--- config.mk ---
export PLATFORM = sky130hd
export DESIGN_NAME = burst_addr_seq
export DESIGN_NICKNAME = d
export VERILOG_FILES = /design/src/rtl/burst_seq_pkg.sv /design/src/rtl/burst_load_ctl.sv /design/src/rtl/burst_beat_ctr.sv /design/src/rtl/burst_order_map.sv /design/src/rtl/burst_addr_seq.sv
export SDC_FILE = /design/constraint.sdc
export NUM_CORES = 1
export LEC_CHECK = 0
export ABC_AREA = 0
export ABC_CLOCK_PERIOD_IN_PS = 1800
export BUFFER_PORTS_ARGS = -buffer_cell sky130_fd_sc_hd__buf_2
export CAP_MARGIN = 20
export CELL_PAD_IN_SITES_DETAIL_PLACEMENT = 0
export CELL_PAD_IN_SITES_GLOBAL_PLACEMENT = 1
export CORE_MARGIN = 3
export CORE_UTILIZATION = 31
export CTS_CLUSTER_DIAMETER = 100
export DETAILED_ROUTE_END_ITERATION = 6
export PLACE_DENSITY = 0.8
export SLEW_MARGIN = 20
export SYNTH_ARGS = -nofsm -noshare
export SYNTH_HDL_FRONTEND = slang
export SYNTH_SLANG_ARGS = --single-unit
--- constraint.sdc ---
create_clock -name clk -period 1.8 [get_ports clk]
set_input_delay 0.45 -clock clk [delete_from_list [all_inputs] [get_ports clk]]
set_output_delay 0.45 -clock clk [all_outputs]
set_load 0.02 [all_outputs]
--- src/rtl/burst_seq_pkg.sv ---
package burst_seq_pkg;

    // Beat ordering captured at burst start.
    typedef enum logic {
        ORDER_WRAP = 1'b0,
        ORDER_XOR  = 1'b1
    } order_e;

    // Per-edge command decoded from the strobes.
    typedef enum logic [1:0] {
        CMD_HOLD = 2'd0,
        CMD_STEP = 2'd1,
        CMD_LOAD = 2'd2
    } seq_cmd_e;

    // Which strobe won an accepted start.
    typedef enum logic [1:0] {
        SRC_NONE = 2'd0,
        SRC_PROC = 2'd1,
        SRC_CTRL = 2'd2
    } start_src_e;

    typedef struct packed {
        seq_cmd_e   cmd;
        start_src_e src;
    } decode_t;

    function automatic order_e to_order(input logic pin);
        return pin ? ORDER_XOR : ORDER_WRAP;
    endfunction

endpackage

--- src/rtl/burst_load_ctl.sv ---
module burst_load_ctl
    import burst_seq_pkg::*;
(
    input  logic    sel,
    input  logic    start_proc,
    input  logic    start_ctrl,
    input  logic    adv,
    output decode_t dec
);

    always_comb begin
        dec.cmd = CMD_HOLD;
        dec.src = SRC_NONE;
        if (sel && start_proc) begin
            dec.cmd = CMD_LOAD;
            dec.src = SRC_PROC;
        end else if (sel && start_ctrl) begin
            dec.cmd = CMD_LOAD;
            dec.src = SRC_CTRL;
        end else if (adv) begin
            dec.cmd = CMD_STEP;
        end
    end

endmodule

--- src/rtl/burst_beat_ctr.sv ---
module burst_beat_ctr
    import burst_seq_pkg::*;
#(
    parameter int CNT_W = 2
) (
    input  logic             clk,
    input  logic             rst,
    input  seq_cmd_e         cmd,
    input  logic [CNT_W-1:0] seed,
    input  logic             order_pin,
    output logic [CNT_W-1:0] seed_q,
    output logic [CNT_W-1:0] beat_q,
    output order_e           order_q
);

    always_ff @(posedge clk) begin
        if (rst) begin
            seed_q  <= '0;
            beat_q  <= '0;
            order_q <= ORDER_WRAP;
        end else begin
            unique case (cmd)
                CMD_LOAD: begin
                    seed_q  <= seed;
                    beat_q  <= '0;
                    order_q <= to_order(order_pin);
                end
                CMD_STEP: beat_q <= beat_q + 1'b1;
                default:  ;
            endcase
        end
    end

endmodule

--- src/rtl/burst_order_map.sv ---
module burst_order_map
    import burst_seq_pkg::*;
#(
    parameter int CNT_W = 2
) (
    input  order_e           order,
    input  logic [CNT_W-1:0] seed,
    input  logic [CNT_W-1:0] beat,
    output logic [CNT_W-1:0] low
);

    logic [CNT_W-1:0] wrap_v;
    logic [CNT_W-1:0] xor_v;

    // Sum truncated to CNT_W bits wraps inside the block.
    assign wrap_v = seed + beat;

    for (genvar b = 0; b < CNT_W; b++) begin : g_xor
        assign xor_v[b] = seed[b] ^ beat[b];
    end

    always_comb begin
        unique case (order)
            ORDER_XOR: low = xor_v;
            default:   low = wrap_v;
        endcase
    end

endmodule

--- src/rtl/burst_addr_seq.sv ---
module burst_addr_seq
    import burst_seq_pkg::*;
#(
    parameter int ADDR_W = 18
) (
    input  logic              clk,
    input  logic              rst,
    input  logic              sel,
    input  logic              start_proc,
    input  logic              start_ctrl,
    input  logic              adv,
    input  logic              order_sel,
    input  logic [ADDR_W-1:0] addr_in,
    output logic [ADDR_W-1:0] addr_out
);

    localparam int CNT_W  = 2;
    localparam int BASE_W = ADDR_W - CNT_W;

    decode_t          dec;
    logic [CNT_W-1:0] seed_q;
    logic [CNT_W-1:0] beat_q;
    order_e           order_q;
    logic [CNT_W-1:0] low_v;
    logic [BASE_W-1:0] base_q;

    burst_load_ctl u_ctl (
        .sel        (sel),
        .start_proc (start_proc),
        .start_ctrl (start_ctrl),
        .adv        (adv),
        .dec        (dec)
    );

    burst_beat_ctr #(.CNT_W(CNT_W)) u_ctr (
        .clk       (clk),
        .rst       (rst),
        .cmd       (dec.cmd),
        .seed      (addr_in[CNT_W-1:0]),
        .order_pin (order_sel),
        .seed_q    (seed_q),
        .beat_q    (beat_q),
        .order_q   (order_q)
    );

    burst_order_map #(.CNT_W(CNT_W)) u_map (
        .order (order_q),
        .seed  (seed_q),
        .beat  (beat_q),
        .low   (low_v)
    );

    always_ff @(posedge clk) begin
        if (rst) begin
            base_q <= '0;
        end else if (dec.cmd == CMD_LOAD) begin
            base_q <= addr_in[ADDR_W-1:CNT_W];
        end
    end

    assign addr_out = {base_q, low_v};

endmodule

---- Yosys cells after proc, flatten, opt, wreduce, memory -nomap -nowiden ----
Index checks and enable logic that the tools add are counted.
cells by class
  add/sub/neg operators ................... 2
  $mul .................................... 0
  divide/modulo/power cells ............... 0
  magnitude comparators ................... 0
  equal/unequal tests ..................... 2
  shift operators ......................... 0
  mux-type cells .......................... 7
  bitwise gates (word level) .............. 2
  reduce and logical (&&, ||, !) cells .... 3
operator list
  cell                 number
  $mux 2               3
  $mux 4               1
  $pmux 2 s2           1
  $add 2x1->2 const B  1
  $add 2x2->2          1
  $eq 2x1->1 const B   1
  $eq 2x2->1 const B   1
  $logic_and 1x1->1    2
  $mux 1               2
  $reduce_bool 2->1    1
  $xor 1x1->1          2
word-level totals
  register bits after elaboration ......... 21
  bits in latches ......................... 0
  RAM bits ................................ 0
  ROM bits ................................ 0
  bits of input ports ..................... 25
  output and inout port bits .............. 18
  logic and storage cells ................. 20
  memories ................................ 0

---- Logic depth before layout (Yosys ltp) ----
Gate-level depths: netlist (run 1).
  depth after elaboration ................. 5
  gate-level depth with buffers ........... 7
  depth with buffers taken out ............ 7

---- By module ----
A second synthesis (run 1) with hierarchy kept.
second synthesis, totals
  cell total of the unflattened synthesis .. 102
  area total of the unflattened synthesis .. 1058.5 µm²
by module, submodules not included
  module           instances  cells each  area an instance (µm²)  seq. area each (µm²)
  burst_addr_seq   1          71          768.2                   320.3
  burst_beat_ctr   1          22          222.7                   100.1
  burst_order_map  1          4           36.3                    0.0
  burst_load_ctl   1          5           31.3                    0.0

---- Worst setup path before layout (run 1) ----
Ideal clock, no wire load.
  kind .................................... input -> register
  start ................................... input port start_ctrl
  end ..................................... register base_q[0]
  library setup time ...................... 128 ps
  arrival time ............................ 1474 ps
  required time ........................... 1672 ps
  path slack .............................. 198 ps
  cell stages on the path ................. 7
  path buffers ............................ 2
  path through ............................ o21ai_0 -> nand2_1 -> ha_1 -> buf_6 -> buf_12 -> mux2i_1 -> nor2_1
between the ends
  cells in the longest elaborated chain, start to end .. 4
RTL lines
  what                  line                  RTL
  start, declared       burst_addr_seq.sv:10  input logic start_ctrl,
  $logic_and 1x1->1     burst_load_ctl.sv:17  end else if (sel && start_ctrl) begin
  $mux 2                burst_load_ctl.sv:17
  $mux 4                burst_load_ctl.sv:14  if (sel && start_proc) begin
  $eq 2x2->1            burst_addr_seq.sv:56  end else if (dec.cmd == CMD_LOAD) begin
  end signal, assigned  burst_addr_seq.sv:57  base_q <= addr_in[ADDR_W-1:CNT_W];
  end, declared         burst_addr_seq.sv:25  logic [BASE_W-1:0] base_q;
No other way between the ends.
A chain may end at the register's enable or synchronous reset.

---- Final worst setup path (run 1) ----
  start ................................... register u_ctr.beat_q[0]
  end ..................................... output port addr_out[1]
between the ends
  cells in the longest elaborated chain, start to end .. 2
RTL lines
  what                    line                   RTL
  start, declared         burst_beat_ctr.sv:12   output logic [CNT_W-1:0] beat_q,
  start signal, assigned  burst_beat_ctr.sv:28   CMD_STEP: beat_q <= beat_q + 1'b1;
  $add 2x2->2             burst_order_map.sv:16  assign wrap_v = seed + beat;
  $mux 2                  burst_order_map.sv:23  unique case (order)
  end, declared           burst_addr_seq.sv:14   output logic [ADDR_W-1:0] addr_out
No other way between the ends.

==> results of run 1 <==
## repair_timing
item,CTS,global route
endpoints found under the setup margin,1,1
buffers inserted,0,1
resized for setup,1,4
## per-stage QoR
step           cell area, sq um  std cells  power, uW
2_1_floorplan               842         80        623
3_3_place_gp               1070        149        676
3_5_place_dp               1070        149        680
4_1_cts                    1100        153        907
5_1_grt                    1120        154        954
6_report                   1120        154        886
## cell usage in the layout, fill, tap and decap left out, drive strengths merged, types with 3 or more instances in the layout
cell type  instances
buf               44
dfxtp             21
nor2              20
mux2i             19
ha                 3
clkbuf             3
## report_power, final
part	internal, uW	switching (uW)
Combinational	78.5	89.0
Clock	82.7	135
Sequential	489	12.0
## final cells by class
cell class | count | share of cell area
Clock inverter | 1 | 0.00448
Inverter | 2 | 0.00673
Tap cell | 30 | 0.0336
Clock buffer | 3 | 0.0202
Sequential cell | 21 | 0.381
Multi-Input combinational cell | 53 | 0.339
Timing Repair Buffer | 44 | 0.215
## worst register-to-register path: cells and delay by family, from the launching register on
family / cells / cell delay, ns
DFF: 1 / 0.36
and+or+nand+nor: 2 / 0.27
buffers and inverters: 1 / 0.14
AOI/OAI and AO/OA: 1 / 0.06
## how the worst max path moves through the flow
stage                                            start                endpoint  slack (ns)
after floorplan                             start_ctrl  base_q[0]$_SDFFE_PP0N_        0.20
after global placement                      start_ctrl  base_q[4]$_SDFFE_PP0N_        0.13
after detailed placement                    start_ctrl  base_q[4]$_SDFFE_PP0N_        0.08
after CTS                 u_ctr.beat_q[0]$_SDFFE_PP0P_             addr_out[1]        0.06
after global routing      u_ctr.beat_q[0]$_SDFFE_PP0P_             addr_out[1]       0.005
final                     u_ctr.beat_q[0]$_SDFFE_PP0P_             addr_out[1]         0.1
## state kept, by name, summed over array words and instances (netlist names)
name / cells
base_q: 16
u_ctr.beat_q: 2
u_ctr.seed_q: 2
u_ctr.order_q: 1
## per-layer routing
layer  routed length [um]  track usage
met1                  760        0.140
met2                  666        0.165
met3                  175       0.0334
met4                    0       0.0497
met5                    0            0
## kinds of logic after synthesis
| kind of cell | Yosys count | share of synthesized area |
|---|---|---|
| fa+ha+maj | 3 | 0.0446 |
| flops | 21 | 0.499 |
| compound gates | 4 | 0.0238 |
| simple gates | 25 | 0.131 |
| mux | 19 | 0.226 |
| xor+xnor | 2 | 0.0208 |
| buf+inv | 6 | 0.0550 |
==> impl_results.md, run 1 <==
* Run status: finished clean
* Max-cap violations at 0
* Final core utilization at 0.442
* Standard cell core area at 2520 sq um
* Placed wire-length estimate after detailed placement at 1220 um
* Number of levels the H-tree was split into at 1
* Post-synthesis sequential area ratio at 0.499
* Cell type of the slowest stage on the worst timing path: sky130_fd_sc_hd__dfxtp_4
* Die Area at 3380 sq um
* Largest net degree at the start of global routing at 22
* Maximum clock frequency at 587 MHz
* Number of storage elements in the synthesis netlist at 21
* Min cycle time layout at 1.70 ns
* Largest cells by area after synthesis: sky130_fd_sc_hd__dfxtp_1, sky130_fd_sc_hd__mux2i_1, sky130_fd_sc_hd__nor2_1
* Final worst-path setup slack at 0.0977 ns
* Layout cells sized above 1 at 0.411
* CP max FO at 2
* Top Family by Delay on Critical Path: flip-flops
* Worst slack at placement at 0.0766 ns
* Layout filler cell count at 259
* Path type of the worst setup path: reg -> out
* Vertical extent of the die at 58.1 um
* Post-synth cell types at 15
* Area fraction of the dominant cell type after synthesis at 0.499
* Setup crit end kind: output pin
* Area of the multi-input gates at 378 sq um
* Routed via count divided by cell count at 4.33
* IO buf count at 42
* Fin Clk Skew at 0.000367 ns
* CTS root buffer: sky130_fd_sc_hd__clkbuf_4
* Clk pin slew, worst setup/hold paths at 0.11 ns
* First drt pass iteration count at 4
* Leak at 0.000558 uW
* Die X-Extent at 58.1 um
* Starting density of the core at 0.334
* Final count of pins violating max slew at 0
* Cell with the most instances after synthesis: sky130_fd_sc_hd__dfxtp_1
* Crit Reg-Reg Startpoint: u_ctr.beat_q[0]$_SDFFE_PP0P_
* Normalized max-slew margin at 0.758
* Share of the cycle needed by the critical path after routing at 0.946
* Wire length per cell at 10.4 um
* Register cell area after layout at 425 sq um
* Overall overflow remaining after global route at 0
* Initial antenna violation count at 0
* IO Pins at 43
* Commonest register cell after synthesis: sky130_fd_sc_hd__dfxtp_1
* Worst Hold Class: in -> reg
* Final setup viols at 0
* Worst setup SP type: register
* Cell Rows at 18
* Post-synth EDFFs at 0
* Summed instance area of the synthesized netlist at 842 sq um
* Flop2flop setup slack at 0.91 ns
* Worst-case reg-to-reg path depth at 4
* Buffers from clock root to sink, at most at 2
* Number of cells traversed by the worst hold path at 3
* Reg-to-reg endpoint: u_ctr.beat_q[0]$_SDFFE_PP0P_
* VDD IR-drop max at 0.405 mV
* Post-detailed-route count of antenna-violating nets at 0
* Net count after synthesis at 108
* Stages on worst setup path at 4
* Arrival time of the worst setup path at 1.25 ns
* Biggest area consumer among synthesized cells: sky130_fd_sc_hd__dfxtp_1
* Clk_lat worst skew at 0.29 ns
* Total count of hold-check failures in the final report at 0
* Leading post-synthesis cells by instance count: sky130_fd_sc_hd__dfxtp_1, sky130_fd_sc_hd__nor2_1, sky130_fd_sc_hd__mux2i_1, sky130_fd_sc_hd__ha_1
* Slowest stage delay, CP at 0.36 ns
* Total Routing Usage GR at 0.108
* DRC violations left at 0
* Bufs and invs on worst path at 1
* Sink count of the clock tree at 21
* Required time of the critical path at 1.35 ns
* Via count at 667
* Synth Warn # at 0
* Number of buffers added to fix hold violations after cts at 0
* TritonCTS buffer count at 3
* Number of global-route vias before repair at 690
* Wire length after detailed routing at 1600 um
* Critical-path cell list: ha_1 > nor2b_2 > xnor2_1 > buf_4
* PD cells at 794 nW/um^2
* TritonCTS clock tree: built
* Accumulated negative setup slack at 0 ns
* Start point of the worst hold path: addr_in[8]
* Diode insertion count for antenna repair at 0
* Worst Hold End: base_q[6]$_SDFFE_PP0N_
* Final Wtd Congestion at 0.666
* Slew @ Worst Pin at 0.363 ns
* Average cell area after synthesis at 10.5 sq um
* Unrepaired setup endpoints after global routing: false
* Final hold slack at 0.379 ns
* P&R area growth vs syn at 32.5%
* Global-route wire length before repair at 2850 um
* Final net count at 153
* DRT iter0 DRCs at 13
* Fraction of registers with async set or reset after synthesis at 0
* Number of cells produced by synthesis at 80
No activity file was read; power rests on OpenSTA's default activity.
==> run 2: changes to the inputs <==
--- a/config.mk
+++ b/config.mk
@@ -7,15 +7,15 @@
 export LEC_CHECK = 0
 export ABC_AREA = 0
 export ABC_CLOCK_PERIOD_IN_PS = 1800
-export BUFFER_PORTS_ARGS = -buffer_cell sky130_fd_sc_hd__buf_2
 export CAP_MARGIN = 20
 export CELL_PAD_IN_SITES_DETAIL_PLACEMENT = 0
 export CELL_PAD_IN_SITES_GLOBAL_PLACEMENT = 1
 export CORE_MARGIN = 3
-export CORE_UTILIZATION = 31
+export CORE_UTILIZATION = 40
 export CTS_CLUSTER_DIAMETER = 100
 export DETAILED_ROUTE_END_ITERATION = 6
-export PLACE_DENSITY = 0.8
+export DONT_BUFFER_PORTS = 1
+export PLACE_DENSITY = 0.75
 export SLEW_MARGIN = 20
 export SYNTH_ARGS = -nofsm -noshare
 export SYNTH_HDL_FRONTEND = slang
==> impl_results.md, run 2 (synthesis gave the netlist of run 1 again) <==
* Worst Setup SP: u_ctr.beat_q[0]$_SDFFE_PP0P_ (unchanged)
* Sink count of the clock tree at 21 (unchanged)
* Initial antenna violation count at 0 (unchanged)
* TritonCTS clock tree: built (unchanged)
* DRC violations left at 0 (unchanged)
* Part of the power in registers at 0.641 (was 0.566)
* Clock power share at 0.255 (was 0.245)
* Overall power consumption at 826 uW (was 886 uW)
* Max-cap violations at 0 (unchanged)
* Die X-Extent at 51.9 um (was 58.1 um)
* Flip-flop count of the largest register after layout at 16 (unchanged)
* Net Switching at 207 uW (was 236 uW)
* Final Wtd Congestion at 0.699 (was 0.666)
* Setup crit end kind: output pin (unchanged)
* Wire length after detailed routing at 1440 um (was 1600 um)
* Relative contribution of combinational cells to total power at 0.104 (was 0.189)
* Share of the cycle needed by the critical path after routing at 0.941 (was 0.946)
* Worst setup SP type: register (unchanged)
* Starting density of the core at 0.453 (was 0.334)
* Clk pin slew, worst setup/hold paths at 0.11 ns (about the same)
* Standard cell core area at 1860 sq um (was 2520 sq um)
* Required time of the critical path at 1.35 ns (about the same)
* Number of placed cells counting well taps at 104 (was 149)
* Arrival time of the worst setup path at 1.24 ns (was 1.25 ns)
* Worst-case reg-to-reg path depth at 3 (was 4)
* Path type of the worst setup path: reg -> out (unchanged)
* Capturing element of the worst setup path: addr_out[1] (unchanged)
* Final count of pins violating max slew at 0 (unchanged)
* Wire length per cell at 13.3 um (was 10.4 um)
* Flop2flop setup slack at 1.05 ns (was 0.91 ns)
* First drt pass iteration count at 4 (unchanged)
* Run status: finished clean (unchanged)
* Overall overflow remaining after global route at 0 (unchanged)
* Leak at 0.000367 uW (was 0.000558 uW)
* CP max FO at 5 (was 2)
* Final net count at 112 (was 153)
* Register cell area after layout at 424 sq um (was 425 sq um)
* Area of the multi-input gates at 375 sq um (was 378 sq um)
* CTS root buffer: sky130_fd_sc_hd__clkbuf_4 (unchanged)
* Cell Rows at 15 (was 18)
* Normalized max-slew margin at 0.788 (was 0.758)
* Layout cells sized above 1 at 0.0843 (was 0.411)
* Layout filler cell count at 179 (was 259)
* IO buf count at 0 (was 42)
* Highest-count cells in the layout ignoring fill and taps: sky130_fd_sc_hd__nor2_1, sky130_fd_sc_hd__dfxtp_1, sky130_fd_sc_hd__mux2i_1 (was sky130_fd_sc_hd__buf_2, sky130_fd_sc_hd__nor2_1, sky130_fd_sc_hd__mux2i_1, sky130_fd_sc_hd__dfxtp_1)
* Slew @ Worst Pin at 0.315 ns (was 0.363 ns)
* Maximum clock frequency at 591 MHz (was 587 MHz)
* Placed wire-length estimate after detailed placement at 1100 um (was 1220 um)
* Largest net degree at the start of global routing at 22 (unchanged)
* Final std cells w/o fill at 108 (was 154)
* Top flop regs: base_q: 16 flops, u_ctr.beat_q: 2 flops, u_ctr.seed_q: 2 flops (unchanged)
* Crit Reg-Reg Startpoint: u_ctr.beat_q[0]$_SDFFE_PP0P_ (unchanged)
* P&R area growth vs syn at 5.35% (was 32.5%)
* DRT iter0 DRCs at 6 (was 13)
* Vertical extent of the die at 51.9 um (was 58.1 um)
* Switching power share of the total at 0.251 (was 0.266)
* PD cells at 932 nW/um^2 (was 794 nW/um^2)
* VDD IR-drop max at 0.436 mV (was 0.405 mV)
* Clk_lat worst skew at 0.29 ns (about the same)
* Diode insertion count for antenna repair at 0 (unchanged)
* Reg-to-reg endpoint: u_ctr.beat_q[0]$_SDFFE_PP0P_ (unchanged)
* Total count of hold-check failures in the final report at 0 (unchanged)
* Fin Clk Skew at 0.00414 ns (was 0.000367 ns)
* Top reg by flops: base_q (unchanged)
* Cell Int Power at 619 uW (was 650 uW)
* Accumulated negative setup slack at 0 ns (unchanged)
* Buffers from clock root to sink, at most at 2 (unchanged)
* Number of global-route vias before repair at 529 (was 690)
* Total Routing Usage GR at 0.119 (was 0.108)
* Post-CTS Setup Bufs at 0 (unchanged)
* Unrepaired setup endpoints after global routing: false (unchanged)
* Via count at 543 (was 667)
* Worst Hold Class: in -> reg (unchanged)
* Routed via count divided by cell count at 5.03 (was 4.33)
* Final core utilization at 0.477 (was 0.442)
* Min cycle time layout at 1.69 ns (was 1.70 ns)
* Final setup viols at 0 (unchanged)
* Die Area at 2690 sq um (was 3380 sq um)
* Post-detailed-route count of antenna-violating nets at 0 (unchanged)
* Global-route wire length before repair at 2370 um (was 2850 um)
* TritonCTS buffer count at 3 (unchanged)
* IO Pins at 43 (unchanged)
* Number of levels the H-tree was split into at 1 (unchanged)
[run 2: final cells by class]
class / count / share of cell area
repair buffers: 3 / 0.0254
well taps: 25 / 0.0353
multi-input cells: 53 / 0.423
clock buffers: 4 / 0.0296
inverters: 2 / 0.00846
flip-flops and latches: 21 / 0.478
[run 2: how the worst min path moves through the flow]
stage | startpoint | endpoint | cells past startpoint
6_report | rst | u_ctr.beat_q[0]$_SDFFE_PP0P_ | 1
4_1_cts | rst | u_ctr.beat_q[1]$_SDFFE_PP0P_ | 1
3_3_place_gp | u_ctr.beat_q[1]$_SDFFE_PP0P_ | u_ctr.beat_q[1]$_SDFFE_PP0P_ | 2
5_1_grt | rst | u_ctr.beat_q[0]$_SDFFE_PP0P_ | 1
2_1_floorplan | u_ctr.order_q$_SDFFE_PP0N_ | u_ctr.order_q$_SDFFE_PP0N_ | 2
3_5_place_dp | u_ctr.order_q$_SDFFE_PP0N_ | u_ctr.order_q$_SDFFE_PP0N_ | 2
[run 2: power by group through the flow]
stage	clock network, uW	registers [uW]	logic (uW)
CTS	224	531	88.1
global route	250	533	98.1
finish	211	530	85.8
global placement	0	542	84.3
detailed placement	0	542	87.4
floorplan	0	537	86.5
[run 2: critical path, cell delays in order (launching register included)]
cell and delay [ns]:
sky130_fd_sc_hd__dfxtp_4 0.37, sky130_fd_sc_hd__ha_1 0.17, sky130_fd_sc_hd__nor2b_1 0.13, sky130_fd_sc_hd__xnor2_1 0.12, sky130_fd_sc_hd__buf_4 0.16
[run 2: per-layer routing]
| layer | part of all wire | global-route usage | vias to the layer above |
|---|---|---|---|
| met3 | 0.085 | 0.0430 | 2 |
| met4 | 0.0076 | 0.0524 | 0 |
| met2 | 0.50 | 0.182 | 21 |
| met1 | 0.41 | 0.148 | 248 |
| met5 | 0 | 0 | - |
| li1 | - | - | 272 |
[run 2: through the flow]
step / hold slack, ns / cell area, sq um / setup slack [ns]
after floorplan: 0.461 / 842 / 0.198
after global placement: 0.479 / 857 / 0.242
after detailed placement: 0.491 / 857 / 0.166
after CTS: 0.202 / 883 / 0.0203
after global routing: 0.173 / 887 / 0.00523
final: 0.208 / 887 / 0.107
[run 2: timing repair]
action / in CTS / in global routing
hold endpoints to repair: 0 / 0
resized for setup: 0 / 2
hold buffers: 0 / 0
setup endpoints to repair: 0 / 1
==> run 3: changes to the inputs <==
--- a/config.mk
+++ b/config.mk
@@ -6,12 +6,12 @@
 export NUM_CORES = 1
 export LEC_CHECK = 0
 export ABC_AREA = 0
-export ABC_CLOCK_PERIOD_IN_PS = 1800
+export ABC_CLOCK_PERIOD_IN_PS = 1490
 export CAP_MARGIN = 20
 export CELL_PAD_IN_SITES_DETAIL_PLACEMENT = 0
 export CELL_PAD_IN_SITES_GLOBAL_PLACEMENT = 1
 export CORE_MARGIN = 3
-export CORE_UTILIZATION = 40
+export CORE_UTILIZATION = 38
 export CTS_CLUSTER_DIAMETER = 100
 export DETAILED_ROUTE_END_ITERATION = 6
 export DONT_BUFFER_PORTS = 1
==> constraint.sdc (replaced) <==
create_clock -name clk -period 1.49 [get_ports clk]
set_input_delay 0.3725 -clock clk [delete_from_list [all_inputs] [get_ports clk]]
set_output_delay 0.3725 -clock clk [all_outputs]
set_load 0.02 [all_outputs]
==> impl_results.md, run 3 (synthesis gave the netlist of run 1 again) <==
* Post-detailed-route count of antenna-violating nets at 0 (unchanged)
* IO Pins at 43 (unchanged)
* Starting density of the core at 0.416 (was 0.453)
* TritonCTS clock tree: built (unchanged)
* Diode insertion count for antenna repair at 0 (unchanged)
* Total Routing Usage GR at 0.108 (was 0.119)
* TritonCTS buffer count at 3 (unchanged)
* Worst setup SP type: register (unchanged)
* Fin Clk Skew at 0.000348 ns (was 0.00414 ns)
* IO buf count at 0 (unchanged)
* Sink count of the clock tree at 21 (unchanged)
* Register cell area after layout at 423 sq um (was 424 sq um)
* Final core utilization at 0.456 (was 0.477)
* Number of buffers added to fix hold violations after cts at 0 (unchanged)
* Top reg by flops: base_q (unchanged)
* Final setup viols at 1 (was 0)
* Die X-Extent at 53.1 um (was 51.9 um)
* P&R area growth vs syn at 9.51% (was 5.35%)
* Cell Int Power at 753 uW (was 619 uW)
* Slowest stage delay, CP at 0.36 ns (was 0.37 ns)
* Number of levels the H-tree was split into at 1 (unchanged)
* Worst Hold Class: in -> reg (unchanged)
* Accumulated negative setup slack at -0.0845 ns (was 0 ns)
* Standard cell core area at 2020 sq um (was 1860 sq um)
* Net Switching at 268 uW (was 207 uW)
* Clk pin slew, worst setup/hold paths at 0.11 ns (about the same)
* Most frequent standard cell in the layout excluding fill and tap cells: sky130_fd_sc_hd__nor2_1
* Wire length after detailed routing at 1460 um (was 1440 um)
* Final Wtd Congestion at 0.654 (was 0.699)
* Via count at 537 (was 543)
* Slew @ Worst Pin at 0.250 ns (was 0.315 ns)
* Run status: finished, violations left (was finished clean)
* Overall overflow remaining after global route at 0 (unchanged)
* DRT iter0 DRCs at 5 (was 6)
* Relative contribution of combinational cells to total power at 0.111 (was 0.104)
* Placed wire-length estimate after detailed placement at 1060 um (was 1100 um)
* Layout cells sized above 1 at 0.133 (was 0.0843)
* Global-route wire length before repair at 2130 um (was 2370 um)
* Final std cells w/o fill at 110 (was 108)
* Normalized max-slew margin at 0.833 (was 0.788)
* Crit Reg-Reg Startpoint: u_ctr.beat_q[0]$_SDFFE_PP0P_ (unchanged)
* Worst Hold End: u_ctr.beat_q[0]$_SDFFE_PP0P_ (unchanged)
* Switching power share of the total at 0.262 (was 0.251)
* Flop2flop setup slack at 0.62 ns (was 1.05 ns)
* Area of the multi-input gates at 395 sq um (was 375 sq um)
* Required time of the critical path at 1.12 ns (was 1.35 ns)
* DRC violations left at 0 (unchanged)
* Max-cap violations at 0 (unchanged)
* Highest-count cells in the layout ignoring fill and taps: sky130_fd_sc_hd__nor2_1, sky130_fd_sc_hd__mux2i_1, sky130_fd_sc_hd__dfxtp_1 (was sky130_fd_sc_hd__nor2_1, sky130_fd_sc_hd__dfxtp_1, sky130_fd_sc_hd__mux2i_1)
* PD cells at 1110 nW/um^2 (was 932 nW/um^2)
* Number of global-route vias before repair at 501 (was 529)
* Number of placed cells counting well taps at 105 (was 104)
* Cell type of the slowest stage on the worst timing path: sky130_fd_sc_hd__dfxtp_2 (was sky130_fd_sc_hd__dfxtp_4)
* Vertical extent of the die at 53.1 um (was 51.9 um)
* Path type of the worst setup path: reg -> out (unchanged)
* CTS root buffer: sky130_fd_sc_hd__clkbuf_4 (unchanged)
* Unrepaired setup endpoints after global routing: true (was false)
* Part of the power in registers at 0.630 (was 0.641)
* Cell Rows at 16 (was 15)
* Final count of pins violating max slew at 0 (unchanged)
* Wire length per cell at 13.3 um (about the same)
* Top flop regs: base_q: 16 flops, u_ctr.beat_q: 2 flops, u_ctr.seed_q: 2 flops (unchanged)
* First drt pass iteration count at 3 (was 4)
* Critical-path cell list: ha_4 > nor2b_4 > xnor2_1 > buf_4 (was ha_1 > nor2b_1 > xnor2_1 > buf_4)
* Violations in the final reports: negative setup slack
* Layout filler cell count at 202 (was 179)
* CP max FO at 2 (was 5)
* Largest net degree at the start of global routing at 22 (unchanged)
* Initial antenna violation count at 0 (unchanged)
* Final worst-path setup slack at -0.0845 ns (was 0.107 ns)
* Maximum clock frequency at 635 MHz
* Start point of the worst hold path: rst (unchanged)
* Number of cells traversed by the worst hold path at 1 (unchanged)
* Buffers from clock root to sink, at most at 2 (unchanged)
* Leak at 0.000372 uW (was 0.000367 uW)
* Clock power share at 0.258 (was 0.255)
* Total count of hold-check failures in the final report at 0 (unchanged)
* VDD IR-drop max at 0.497 mV (was 0.436 mV)
* Worst-case reg-to-reg path depth at 4 (was 3)
* Routed via count divided by cell count at 4.88 (was 5.03)
* Share of the cycle needed by the critical path after routing at 1.06
* Min cycle time layout at 1.57 ns
* Die Area at 2820 sq um (was 2690 sq um)
* Setup crit end kind: output pin (unchanged)
* Final net count at 112 (unchanged)
* Arrival time of the worst setup path at 1.20 ns (was 1.24 ns)
* Flip-flop count of the largest register after layout at 16 (unchanged)
* Reg-to-reg endpoint: u_ctr.beat_q[0]$_SDFFE_PP0P_ (unchanged)
* Clk_lat worst skew at 0.29 ns (about the same)
==> run 3: power by group through the flow <==
| stage | Combinational (uW) | Clock [uW] | Sequential, uW |
|---|---|---|---|
| 6_report | 114 | 264 | 643 |
| 5_1_grt | 126 | 311 | 647 |
| 4_1_cts | 113 | 278 | 642 |
| 3_5_place_dp | 109 | 0 | 654 |
| 3_3_place_gp | 105 | 0 | 654 |
| 2_1_floorplan | 105 | 0 | 649 |
==> run 3: layout make-up <==
cell class / instances / area share
Clock buffer: 3 / 0.0244
Sequential cell: 21 / 0.459
Clock inverter: 1 / 0.00543
Multi-Input combinational cell: 53 / 0.429
Inverter: 2 / 0.00814
Tap cell: 27 / 0.0366
Timing Repair Buffer: 3 / 0.0380
==> run 3: metal layers <==
metal / track usage / share of wire
met1: 0.122 / 0.41
met2: 0.165 / 0.44
met3: 0.0394 / 0.14
met4: 0.0766 / 0.0069
met5: 0 / 0
==> run 3: repair_timing <==
item,CTS,global route
setup endpoints to repair,1,1
gates resized for setup,5,1
hold endpoints to repair,0,0
pin swaps,2,2
buffers inserted,1,0
==> run 3: worst max path at each step <==
stage	start	endpoint
after floorplan	start_ctrl	base_q[0]$_SDFFE_PP0N_
after global placement	start_ctrl	u_ctr.order_q$_SDFFE_PP0N_
after detailed placement	start_ctrl	base_q[15]$_SDFFE_PP0N_
after CTS	u_ctr.beat_q[0]$_SDFFE_PP0P_	addr_out[1]
after global routing	u_ctr.seed_q[0]$_SDFFE_PP0N_	addr_out[1]
final	u_ctr.seed_q[0]$_SDFFE_PP0N_	addr_out[1]
==> run 3: through the flow <==
stage / setup WS, ns / hold WS [ns] / total power [uW] / instance area [sq um]
after detailed placement: 0.0727 / 0.450 / 763 / 865
after global routing: -0.150 / 0.0913 / 1080 / 922
after global placement: 0.117 / 0.445 / 759 / 865
after CTS: -0.116 / 0.114 / 1030 / 912
after floorplan: 0.0526 / 0.442 / 753 / 842
final: -0.0845 / 0.128 / 1020 / 922
==> run 3: critical path: cells and delay by family, from the launching register on <==
family / cells / cell delay [ns]
flops: 1 / 0.36
buf+inv: 1 / 0.16
xor+xnor: 1 / 0.13
fa+ha+maj: 1 / 0.15
simple gates: 1 / 0.12
